[src/rtl/exc_entry_pkg.sv]
package exc_entry_pkg;
  typedef enum logic [2:0] {
    REG_STATUS  = 3'd0,
    REG_SAVED   = 3'd1,
    REG_RET     = 3'd2,
    REG_SHADOW  = 3'd3,
    REG_CAUSE   = 3'd4,
    REG_BADADDR = 3'd5,
    REG_TLB     = 3'd6
  } reg_idx_e;

  localparam int IE_BIT    = 0;
  localparam int UM_BIT    = 1;
  localparam int EH_BIT    = 2;
  localparam int CRS_LSB   = 4;
  localparam int SDIFF_BIT = 31;

  localparam int CODE_W        = 5;
  localparam int FLAG_W        = 4;
  localparam int TLB_CLASS_BIT = 4;
  localparam int CODE_EXT_IRQ  = 1;
  localparam int CODE_TLB_BASE = 16;
endpackage

[src/rtl/exc_classify.sv]
module exc_classify
  import exc_entry_pkg::*;
(
  input  logic [CODE_W-1:0] code_i,
  input  logic              cfg_mmu_i,
  output logic              is_irq_o,
  output logic              is_tlb_o,
  output logic [FLAG_W-1:0] flags_o
);
  assign is_irq_o = (code_i == CODE_W'(CODE_EXT_IRQ));
  // translation faults cannot occur without an MMU
  assign is_tlb_o = cfg_mmu_i & code_i[TLB_CLASS_BIT];

  for (genvar i = 0; i < FLAG_W; i++) begin : g_flag
    assign flags_o[i] = is_tlb_o && (code_i == CODE_W'(CODE_TLB_BASE + i));
  end
endmodule

[src/rtl/exc_cfg_mask.sv]
module exc_cfg_mask
  import exc_entry_pkg::*;
#(
  parameter int XLEN  = 32,
  parameter int SET_W = 4
) (
  input  logic            cfg_mmu_i,
  input  logic            cfg_shadow_i,
  output logic [XLEN-1:0] stat_mask_o
);
  always_comb begin
    stat_mask_o                    = '0;
    stat_mask_o[IE_BIT]            = 1'b1;
    stat_mask_o[UM_BIT]            = 1'b1;
    stat_mask_o[EH_BIT]            = cfg_mmu_i;
    stat_mask_o[CRS_LSB +: SET_W]  = {SET_W{cfg_shadow_i}};
  end
endmodule

[src/rtl/exc_status_next.sv]
module exc_status_next
  import exc_entry_pkg::*;
#(
  parameter int XLEN  = 32,
  parameter int SET_W = 4
) (
  input  logic [XLEN-1:0]  status_view_i,
  input  logic [SET_W-1:0] req_set_i,
  input  logic             cfg_mmu_i,
  input  logic             cfg_shadow_i,
  input  logic             cfg_nest_i,
  output logic [XLEN-1:0]  status_nx_o,
  output logic [XLEN-1:0]  shadow_nx_o
);
  logic set_differs;
  assign set_differs = (req_set_i != status_view_i[CRS_LSB +: SET_W]);

  always_comb begin
    status_nx_o         = status_view_i;
    status_nx_o[IE_BIT] = cfg_nest_i & status_view_i[IE_BIT];
    status_nx_o[UM_BIT] = 1'b0;
    status_nx_o[EH_BIT] = cfg_mmu_i;
    if (cfg_shadow_i) status_nx_o[CRS_LSB +: SET_W] = req_set_i;
    shadow_nx_o            = status_view_i;
    shadow_nx_o[SDIFF_BIT] = cfg_shadow_i & set_differs;
  end
endmodule

[src/rtl/exc_entry_unit.sv]
module exc_entry_unit
  import exc_entry_pkg::*;
#(
  parameter int XLEN       = 32,
  parameter int SET_W      = 4,
  parameter int PAGE_BYTES = 4096,
  parameter int RET_STEP   = 4
) (
  input  logic              clk_i,
  input  logic              rst_ni,
  input  logic              take_exc_i,
  input  logic [CODE_W-1:0] exc_code_i,
  input  logic [XLEN-1:0]   pc_i,
  input  logic [XLEN-1:0]   fault_addr_i,
  input  logic [SET_W-1:0]  req_set_i,
  input  logic              cfg_mmu_i,
  input  logic              cfg_shadow_i,
  input  logic              cfg_nest_i,
  input  logic              sw_we_i,
  input  logic [2:0]        sw_addr_i,
  input  logic [XLEN-1:0]   sw_wdata_i,
  output logic [XLEN-1:0]   sw_rdata_o,
  output logic [XLEN-1:0]   status_o
);
  localparam int VPN_LSB = $clog2(PAGE_BYTES);
  localparam int VPN_W   = XLEN - VPN_LSB;
  localparam int PAD_W   = VPN_LSB - FLAG_W;

  logic [XLEN-1:0]   status_q, saved_q, ret_q, shadow_q, badaddr_q;
  logic [CODE_W-1:0] cause_q;
  logic [VPN_W-1:0]  vpn_q;
  logic [FLAG_W-1:0] flags_q;

  logic [XLEN-1:0]   stat_mask, status_view, shadow_mask;
  logic [XLEN-1:0]   status_nx, shadow_nx;
  logic              is_irq, is_tlb;
  logic [FLAG_W-1:0] flags_nx;

  exc_classify u_class (
    .code_i    (exc_code_i),
    .cfg_mmu_i (cfg_mmu_i),
    .is_irq_o  (is_irq),
    .is_tlb_o  (is_tlb),
    .flags_o   (flags_nx)
  );

  exc_cfg_mask #(.XLEN(XLEN), .SET_W(SET_W)) u_mask (
    .cfg_mmu_i    (cfg_mmu_i),
    .cfg_shadow_i (cfg_shadow_i),
    .stat_mask_o  (stat_mask)
  );

  assign status_view = status_q & stat_mask;
  assign shadow_mask = stat_mask | (XLEN'(1) << SDIFF_BIT);

  exc_status_next #(.XLEN(XLEN), .SET_W(SET_W)) u_next (
    .status_view_i (status_view),
    .req_set_i     (req_set_i),
    .cfg_mmu_i     (cfg_mmu_i),
    .cfg_shadow_i  (cfg_shadow_i),
    .cfg_nest_i    (cfg_nest_i),
    .status_nx_o   (status_nx),
    .shadow_nx_o   (shadow_nx)
  );

  logic wr_status, wr_saved, wr_ret, wr_shadow, wr_cause, wr_bad, wr_tlb;
  assign wr_status = sw_we_i && (sw_addr_i == REG_STATUS);
  assign wr_saved  = sw_we_i && (sw_addr_i == REG_SAVED);
  assign wr_ret    = sw_we_i && (sw_addr_i == REG_RET);
  assign wr_shadow = sw_we_i && (sw_addr_i == REG_SHADOW) && cfg_shadow_i;
  assign wr_cause  = sw_we_i && (sw_addr_i == REG_CAUSE);
  assign wr_bad    = sw_we_i && (sw_addr_i == REG_BADADDR);
  assign wr_tlb    = sw_we_i && (sw_addr_i == REG_TLB) && cfg_mmu_i;

  logic hw_fault, hw_shadow, hw_tlb;
  assign hw_fault  = take_exc_i && !is_irq;
  assign hw_shadow = take_exc_i && cfg_shadow_i;
  assign hw_tlb    = take_exc_i && is_tlb;

  // hardware entry has priority per register over a same-cycle software write
  always_ff @(posedge clk_i or negedge rst_ni) begin
    if (!rst_ni) begin
      status_q  <= '0;
      saved_q   <= '0;
      ret_q     <= '0;
      shadow_q  <= '0;
      cause_q   <= '0;
      badaddr_q <= '0;
      vpn_q     <= '0;
      flags_q   <= '0;
    end else begin
      if (take_exc_i)     status_q <= status_nx;
      else if (wr_status) status_q <= sw_wdata_i & stat_mask;

      if (take_exc_i)    saved_q <= status_view;
      else if (wr_saved) saved_q <= sw_wdata_i & stat_mask;

      if (take_exc_i)  ret_q <= pc_i + XLEN'(RET_STEP);
      else if (wr_ret) ret_q <= sw_wdata_i;

      if (hw_shadow)      shadow_q <= shadow_nx;
      else if (wr_shadow) shadow_q <= sw_wdata_i & shadow_mask;

      if (hw_fault)      cause_q <= exc_code_i;
      else if (wr_cause) cause_q <= sw_wdata_i[CODE_W-1:0];

      if (hw_fault)    badaddr_q <= fault_addr_i;
      else if (wr_bad) badaddr_q <= sw_wdata_i;

      if (hw_tlb) begin
        vpn_q   <= fault_addr_i[XLEN-1:VPN_LSB];
        flags_q <= flags_nx;
      end else if (wr_tlb) begin
        vpn_q   <= sw_wdata_i[XLEN-1:VPN_LSB];
      end
    end
  end

  assign status_o = status_view;

  always_comb begin
    unique case (sw_addr_i)
      REG_STATUS:  sw_rdata_o = status_view;
      REG_SAVED:   sw_rdata_o = saved_q & stat_mask;
      REG_RET:     sw_rdata_o = ret_q;
      REG_SHADOW:  sw_rdata_o = cfg_shadow_i ? (shadow_q & shadow_mask) : '0;
      REG_CAUSE:   sw_rdata_o = XLEN'(cause_q);
      REG_BADADDR: sw_rdata_o = badaddr_q;
      REG_TLB:     sw_rdata_o = cfg_mmu_i ? {vpn_q, {PAD_W{1'b0}}, flags_q} : '0;
      default:     sw_rdata_o = '0;
    endcase
  end
endmodule

[config.mk]
export PLATFORM = sky130hd
export DESIGN_NAME = exc_entry_unit
export DESIGN_NICKNAME = d
export VERILOG_FILES = /design/src/rtl/exc_entry_pkg.sv /design/src/rtl/exc_classify.sv /design/src/rtl/exc_cfg_mask.sv /design/src/rtl/exc_status_next.sv /design/src/rtl/exc_entry_unit.sv
export SDC_FILE = /design/constraint.sdc
export NUM_CORES = 1
export LEC_CHECK = 0
export BUFFER_PORTS_ARGS = -buffer_cell sky130_fd_sc_hd__clkbuf_2
export CORE_MARGIN = 2
export CORE_UTILIZATION = 49
export DETAILED_ROUTE_END_ITERATION = 10
export PLACE_DENSITY = 0.75
export SLEW_MARGIN = 15
export SYNTH_ARGS = -nofsm -noshare
export SYNTH_HDL_FRONTEND = slang
export SYNTH_SLANG_ARGS = --single-unit
[constraint.sdc]
create_clock -name clk_i -period 1.1 [get_ports clk_i]
set_input_delay 0.055 -clock clk_i [delete_from_list [all_inputs] [get_ports clk_i]]
set_output_delay 0.055 -clock clk_i [all_outputs]
set_load 0.02 [all_outputs]
# Yosys cells after proc, flatten, opt, wreduce, memory -nomap -nowiden
# Index checks and enable logic that the tools add are counted.
[word_totals]
register_bits = 189
input_bits = 115
out_inout_bits = 64
[op_classes]
n_addsub = 1
n_eq_ne = 12
muxes = 18
bitwise_logic = 8
n_reduce_logical = 25
[op_table]
columns = ["op", "n"]
rows = [
  ["2-to-1 mux 32 bit", 12],
  ["case mux 32 bit (7 select lines)", 1],
  ["bitwise AND 32 x 8 -> 32 bit", 3],
  ["bitwise AND 32 bit", 2],
  ["2-to-1 mux 20 bit", 2],
  ["adder 32 x 3 -> 32 bit, second input constant", 1],
  ["equality test 5 bit, second input constant", 4],
  ["logical AND 1 bit", 16],
  ["nonzero test 2 bit", 7],
  ["2-to-1 mux 5 bit", 2],
  ["equality test 3 bit, second input constant", 3],
  ["equality test 3 x 2 -> 1 bit, second input constant", 2],
  ["equality test 5 x 1 -> 1 bit, second input constant", 1],
  ["2-to-1 mux 4 bit", 1],
  ["!= test 4 bit", 1],
  ["bitwise AND 1 bit", 3],
  ["equality test 3 x 1 -> 1 bit, second input constant", 1],
  ["logical NOT 3 bit", 1],
  ["logical NOT 1 bit", 1],
]

# Logic depth before layout (Yosys ltp)
# Gate-level depths: netlist (run 1).
[logic_depth]
word_depth = 5
depth_mapped = 7
mapped_depth_nobuf = 5

# By module
# Synthesis (run 1) repeated with hierarchy kept, for this count alone.
[unflattened]
cells_unflattened = 1370
area_unflattened_um2 = 11703.7
[by_module_without_submodules]
columns = ["module", "instances", "cells_each", "area_per_inst_um2"]
rows = [
  ["exc_entry_unit", 1, 1258, 10844.2],
  ["exc_status_next", 1, 69, 536.8],
  ["exc_cfg_mask", 1, 34, 247.7],
  ["exc_classify", 1, 9, 75.1],
]

# Worst setup path after synthesis (run 1)
# OpenSTA, ideal clock, no wires.
[synth_timing]
path_type = "input port to flip-flop"
startpoint = "input port exc_code_i[1]"
endpoint = "register badaddr_q[10]"
t_arrival_ns = 1.442
required_time_ns = 0.963
setup_slack_ns = -0.479
path_stages = 4
path_cell_list = "or4b_2 o21ai_1 clkbuf_1 a21oi_1"
[synth_between]
elab_chain_cells = 4
word_cells_on_any_way = 5
cone_classes = "eq/ne: 1; mux: 1; reduce/logical: 3"
[synth_rtl]
columns = ["item", "line", "source"]
rows = [
  ["from (decl)", "exc_entry_unit.sv:12", "input logic [CODE_W-1:0] exc_code_i,"],
  ["equality test 5 x 1 -> 1 bit *", "exc_classify.sv:10", "assign is_irq_o = (code_i == CODE_W'(CODE_EXT_IRQ));"],
  ["logical NOT 1 bit *", "exc_entry_unit.sv:76", "assign hw_fault = take_exc_i && !is_irq;"],
  ["logical AND 1 bit *", "exc_entry_unit.sv:76", ""],
  ["2-to-1 mux 32 bit or nonzero test 2 bit (tied branches)", "--", ""],
  ["to (signal assigned)", "exc_entry_unit.sv:107", "if (hw_fault) badaddr_q <= fault_addr_i;"],
  ["to (signal assigned)", "exc_entry_unit.sv:108", "else if (wr_bad) badaddr_q <= sw_wdata_i;"],
  ["to (decl)", "exc_entry_unit.sv:29", "logic [XLEN-1:0] status_q, saved_q, ret_q, shadow_q, badaddr_q;"],
]
# Every way passes the cells marked *; elsewhere a longest branch is shown, timed or not.
# A chain may end at the register's enable or synchronous reset.

# Final worst setup path (run 1)
[layout_timing]
startpoint = "register status_q[2]"
endpoint = "output port sw_rdata_o[2]"
[layout_between]
elab_chain_cells = 2
[layout_rtl]
columns = ["item", "line", "source"]
rows = [
  ["from (decl)", "exc_entry_unit.sv:29", ""],
  ["from (signal assigned)", "exc_entry_unit.sv:92", "if (take_exc_i) status_q <= status_nx;"],
  ["from (signal assigned)", "exc_entry_unit.sv:93", "else if (wr_status) status_q <= sw_wdata_i & stat_mask;"],
  ["bitwise AND 32 x 8 -> 32 bit", "exc_entry_unit.sv:53", "assign status_view = status_q & stat_mask;"],
  ["case mux 32 bit (7 select lines)", "exc_entry_unit.sv:122", "unique case (sw_addr_i)"],
  ["to (decl)", "exc_entry_unit.sv:22", "output logic [XLEN-1:0] sw_rdata_o,"],
]
# Every way passes these cells.

==> flow_summary.yaml, run 1 <==
floorplanning:
  fp.dieH_um: 123
  dieArea_um2: 15100
  start_util_pct: 50.1
  ios: 179
  core_area_um2: 13800
  die_x_um: 123
  rows: 43
cts:
  cts_tree: "done"
  clk_root_buffer_cell: "clkbuf_16"
  clk_pin_slew_ns: 0.05
  clk_latency_ns: 0.43
  cts_buffers: 17
  clockBufferDepth: 2
  cts_sinks: 115
  cts.htree.levels: 4
layout:
  fin_area_um2: 11600
  layout-drive-gt1-share_pct: 39.9
  n_antenna_cell: 0
  syn_to_final_growth_pct: 67.0
  utilization_pct: 83.8
  num-fill-cells: 700
  nets: 1239
routing:
  drtIter0Drc: 1008
  drc: 0
  first_pass_iters: 7
  wl_mm: 28.4
  routedWlPerCell_um: 21.6
  via_count: 8009
  routed_via_density: 6.09
  drtAntennaViolNets: 0
timing:
  fin_setup_tns_ns: -14.22
  finalSetupViolations: 68
  fin_crit_sh_pct: 163
  fmax_ghz: 0.559
  period_needed_ns: 1.79
  rsz0062_at_grt: "yes"
  worst_slack_ns: -0.690
  finalClockSkew_ns: 0.00687
  final_max_slew_viol_count: 0
  hold_viol_final: 0
place:
  place_worst_setup_slack_ns: -0.627
  portBuffers: 153
  place_congestion: 0.890
  dpl.hpwl_mm: 15.5
  place_area_um2: 8950
yosys:
  async_flop_share_pct: 100
  yosysSeqAreaShare_pct: 41.5
  synth_cell_types: 55
  synth_flop_cell: "dfrtp_1"
  syn_area_per_cell_um2: 9.16
  ys_ff_latch: 115
  synthCells: 757
  synth-edff-count: 0
  syn_area_um2: 6930
  yosysWarningCount: 0
worst_setup_path:
  cp-end-kind: "output pin"
  crit_path_start_kind: "flop"
  required_ns: 1.04
  slowest_delay_ns: 0.39
  criticalPathCategory: "flop to output pin"
  slowest_stage: "dfrtp_1"
  cp_max_fo: 2
  arrival_ns: 1.73
  ff2ff_setup_slack_ns: -0.19
  crit_chain: "mux2_2 > a22o_1 > a221o_1 > buf_6"
global_route:
  antenna_found_initial: 0
  gr-usage-all-layers_pct: 32.2
  grt_pass1_wl_mm: 37.4
  grt_pass1_vias: 7410
  grt_max_degree: 42
  overflow: 0
worst_hold_path:
  hold_path.class: "input port to flop"
power:
  p_leak_nw: 5.63
  powerDensity_nw_per_um2: 1230
  ir_drop_v: 0.00111
  total_power_mw: 14.3
outcome:
  status: "complete, but fails checks"
  violations: "negative setup slack"
job:
  max_cap_violations: 0
==> cell families after synthesis <==
logic type | synth area share (%)
AOI/OAI and AO/OA | 20.5
xor gates and xnor gates | 2.02
adders and majority gates | 0.180
buffers and inverters | 7.92
DFF | 41.5
muxes | 11.8
other | 0.0541
and+or+nand+nor | 16.0
==> Yosys cell counts (all sizes together), types with 15 or more instances <==
cell | count | share of area [%]
clkbuf | 37 | 2.0
mux2i | 77 | 11
a222oi | 22 | 3.2
a31oi | 16 | 1.4
nor2 | 49 | 2.7
nand2 | 62 | 3.4
dfrtp | 115 | 42
a21oi | 49 | 3.5
buf | 48 | 4.3
a22o | 15 | 1.9
inv | 29 | 1.6
o21ai | 57 | 4.1
nor2b | 27 | 2.4
a211oi | 24 | 2.6
==> critical path, delay by kind of cell (launching register included) <==
| family | cells | cell delay [ns] |
|---|---|---|
| AOI/OAI and AO/OA | 2 | 0.49 |
| DFF | 1 | 0.39 |
| muxes | 1 | 0.28 |
| buffers and inverters | 1 | 0.14 |
==> final cells by class <==
class	count	area (um^2)	area share [%]
clock buffers	22	474	4.09
clock inverters	10	130	1.12
inverters	29	109	0.940
multi-input cells	553	4030	34.8
flip-flops and latches	115	2880	24.8
well taps	180	225	1.94
repair buffers	407	3730	32.2
==> placed cells by master, fill, tap and decap left out, types with 6 or more instances in the layout <==
master / n
o31ai_1: 11
clkbuf_2: 93
a22o_1: 15
a211oi_1: 8
a211oi_2: 16
nor2_1: 47
o21ai_2: 6
and2_1: 6
buf_12: 24
nand2_1: 58
o21ai_1: 12
buf_6: 51
a31oi_1: 15
or4_1: 9
nand3_1: 8
a21oi_1: 47
conb_1: 25
mux2i_1: 74
buf_2: 19
dfrtp_1: 115
clkbuf_8: 6
buf_8: 13
or4_4: 6
clkbuf_16: 26
inv_1: 28
buf_4: 126
a222oi_1: 22
xnor2_1: 10
dlygate4sd3_1: 68
o21ai_0: 37
nor2b_1: 24
==> report_power, final <==
part           internal (mW)  total, mW  switching (mW)
clock                   3.71       5.77            2.05
sequential              4.72       5.05           0.333
combinational           1.69       3.44            1.75
total                   10.1       14.3            4.14
==> state kept, by name, indices dropped and copies added (netlist names) <==
register   count
badaddr_q     32
ret_q         32
vpn_q         20
shadow_q       8
saved_q        7
status_q       7
cause_q        5
flags_q        4
==> metrics by stage <==
| stage | hold WS (ns) | instances |
|---|---|---|
| 6_report | 0.00125 | 1316 |
| 5_1_grt | 0.00973 | 1316 |
| 4_1_cts | 0.00110 | 1278 |
| 3_5_place_dp | -0.00993 | 1157 |
| 3_3_place_gp | -0.00813 | 1157 |
| 2_1_floorplan | -0.241 | 781 |
==> routing by layer <==
layer | routed length (um) | track usage (%) | vias up
met4 | 1190 | 11.0 | 0
met3 | 2390 | 6.32 | 121
met1 | 10700 | 40.2 | 3874
li1 | - | - | 3471
met2 | 14100 | 55.8 | 543
met5 | 0 | 0 | -
==> final timing paths <==
kind                                 from       endpoint  cells after the start
setup / recovery              status_q[2]  sw_rdata_o[2]                      4
hold / removal             sw_wdata_i[27]      vpn_q[15]                      3
setup reg to reg              status_q[6]   shadow_q[31]                      5
hold reg to reg                 vpn_q[16]      vpn_q[16]                      2
max in group asynchronous          rst_ni    status_q[6]                      3
min in group asynchronous          rst_ni      vpn_q[10]                      2
==> repair_timing <==
item                                   4_1_cts  5_1_grt
setup buffers                               19       33
cloned                                       4        8
hold buffers                                68        0
setup endpoints to repair                   60       83
endpoints found under the hold margin      195        0
pin swaps                                   48       43
resized for setup                           70      152
No activity file was read; power rests on OpenSTA's default activity.
==> run 2: changes to the inputs <==
- CTS_BUF_LIST: default -> sky130_fd_sc_hd__clkbuf_8 sky130_fd_sc_hd__clkbuf_16
==> run 2 against run 1 <==
The run still ends with negative setup slack left. Combinational power hardly changed. Clock power about the same. Die area unchanged. Final cell count is the same. Flip-flop and latch count did not move. Setup slack worse by 0.0023 ns. Clock skew down 0.0019 ns. Via count is 0.54% higher. Core utilization unchanged. Global-route usage about the same. Highest routed layer unchanged. Sequential share of layout area unchanged.
==> flow_summary.yaml, run 2 (synthesis results as in run 1) <==
cts:
  clk_root_buffer_cell: "clkbuf_16"
  clk_latency_ns: 0.43
  clockBufferDepth: 2
  clk_pin_slew_ns: 0.05
  cts_sinks: 115
  cts_buffers: 17
  cts.htree.levels: 4
  cts_tree: "done"
timing:
  finalClockSkew_ns: 0.00499
  fin_crit_sh_pct: 163
  finalSetupViolations: 66
  rsz0062_at_grt: "yes"
  period_needed_ns: 1.79
  holdWs_ns: 0.00344
  hold_viol_final: 0
  worst_slack_ns: -0.692
  fmax_ghz: 0.558
  final_max_slew_viol_count: 0
worst_setup_path:
  cp-end-kind: "output pin"
  required_ns: 1.04
  cp_max_fo: 2
  arrival_ns: 1.74
  crit_path_start_kind: "flop"
  criticalPathCategory: "flop to output pin"
routing:
  drc: 0
  via_count: 8052
  wl_mm: 28.4
  first_pass_iters: 9
  drtAntennaViolNets: 0
  routedWlPerCell_um: 21.6
  routed_via_density: 6.12
  drtIter0Drc: 988
layout:
  num-fill-cells: 700
  layout_common_cells: "buf_4 (126), dfrtp_1 (115), clkbuf_2 (93)"
  fin_cells: 1316
  syn_to_final_growth_pct: 67.0
  n_antenna_cell: 0
  nets: 1239
  final_common_cell: "buf_4"
  multi_input_area_um2: 4030
  layout-drive-gt1-share_pct: 39.9
  reg_top3: "badaddr_q x32, ret_q x32, vpn_q x20"
  regArea_um2: 2880
global_route:
  overflow: 0
  grt_max_degree: 42
  grt_pass1_vias: 7420
  gr-usage-all-layers_pct: 32.2
  antenna_found_initial: 0
  grt_pass1_wl_mm: 37.3
floorplanning:
  ios: 179
  fp.dieH_um: 123
  core_area_um2: 13800
  start_util_pct: 50.1
  dieArea_um2: 15100
  die_x_um: 123
  rows: 43
worst_hold_path:
  hold_path.class: "input port to flop"
outcome:
  status: "complete, but fails checks"
  violations: "negative setup slack"
power:
  p_int_mw: 10.1
  switching_share_pct: 29.0
  p_leak_nw: 5.64
  seq_power_share_pct: 35.5
  clkPwrFrac_pct: 40.4
  power.switching_mw: 4.13
  combPwrFrac_pct: 24.2
  ir_drop_v: 0.00111
  powerDensity_nw_per_um2: 1230
place:
  dpl.cell_count: 1157
  place_congestion: 0.890
  portBuffers: 153
  dpl.hpwl_mm: 15.5
job:
  max_cap_violations: 0
[run 2: changes by cell type in the layout (fill, tap and decap cells not counted)]
cell | before | now
clkbuf_1 | 2 | 0
inv_1 | 28 | 30
[run 2: metrics by stage]
stage,setup WS [ns],setup TNS [ns],area (um^2),utilization [%],total power [mW]
floorplan,-0.403,-12.45,7350,-,6.47
global placement,-0.568,-44.09,8950,64.7,7.52
detailed placement,-0.627,-47.35,8950,64.7,7.60
CTS,-0.662,-13.07,10800,77.8,13.6
global route,-0.728,-16.86,11600,83.8,14.7
finish,-0.692,-14.30,11600,83.8,14.2
[run 2: worst paths after layout]
| kind | endpoint | from | slack, ns | depth (start not counted) |
|---|---|---|---|---|
| worst min-delay path | vpn_q[15] | sw_wdata_i[27] | 0.003 | 3 |
| worst max-delay path | sw_rdata_o[2] | status_q[2] | -0.69 | 4 |
| min in group asynchronous | vpn_q[10] | rst_ni | 0.10 | 2 |
| worst min register to register | vpn_q[16] | vpn_q[16] | 0.49 | 2 |
| worst max register to register | shadow_q[31] | status_q[6] | -0.20 | 5 |
| max in group asynchronous | status_q[7] | rst_ni | 0.54 | 3 |
[run 2: area by class of cell]
type | instances | area share (%)
Clock buffer | 20 | 4.03
Clock inverter | 12 | 1.19
Inverter | 29 | 0.940
Multi-Input combinational cell | 553 | 34.8
Sequential cell | 115 | 24.8
Tap cell | 180 | 1.94
Timing Repair Buffer | 407 | 32.2
[run 2: repair_timing]
item | 4_1_cts | 5_1_grt
hold endpoints to repair | 195 | 0
gates resized for setup | 70 | 152
gates cloned | 4 | 8
setup endpoints to repair | 60 | 82
setup buffers | 19 | 33
hold buffers | 68 | 0
pin swaps | 48 | 43
[run 2: routing by layer]
layer | vias up | wire length, um | GRT usage (%)
met5 | - | 0 | 0
met4 | 0 | 1160 | 11.1
met2 | 549 | 14100 | 55.7
met3 | 113 | 2480 | 6.46
met1 | 3921 | 10600 | 40.1
li1 | 3469 | - | -
[run 2: worst max-delay path: stages, from the launching register on]
cell and delay (ns):
dfrtp_1 0.39, mux2_2 0.29, a22o_1 0.18, a221o_1 0.31, buf_6 0.14
[run 2: power by group through the flow]
stage | Clock, mW | Sequential (mW) | Combinational, mW
6_report | 5.75 | 5.04 | 3.44
5_1_grt | 5.94 | 5.07 | 3.66
4_1_cts | 5.69 | 5.00 | 2.91
3_5_place_dp | 0 | 5.05 | 2.55
3_3_place_gp | 0 | 5.04 | 2.48
2_1_floorplan | 0 | 4.97 | 1.51
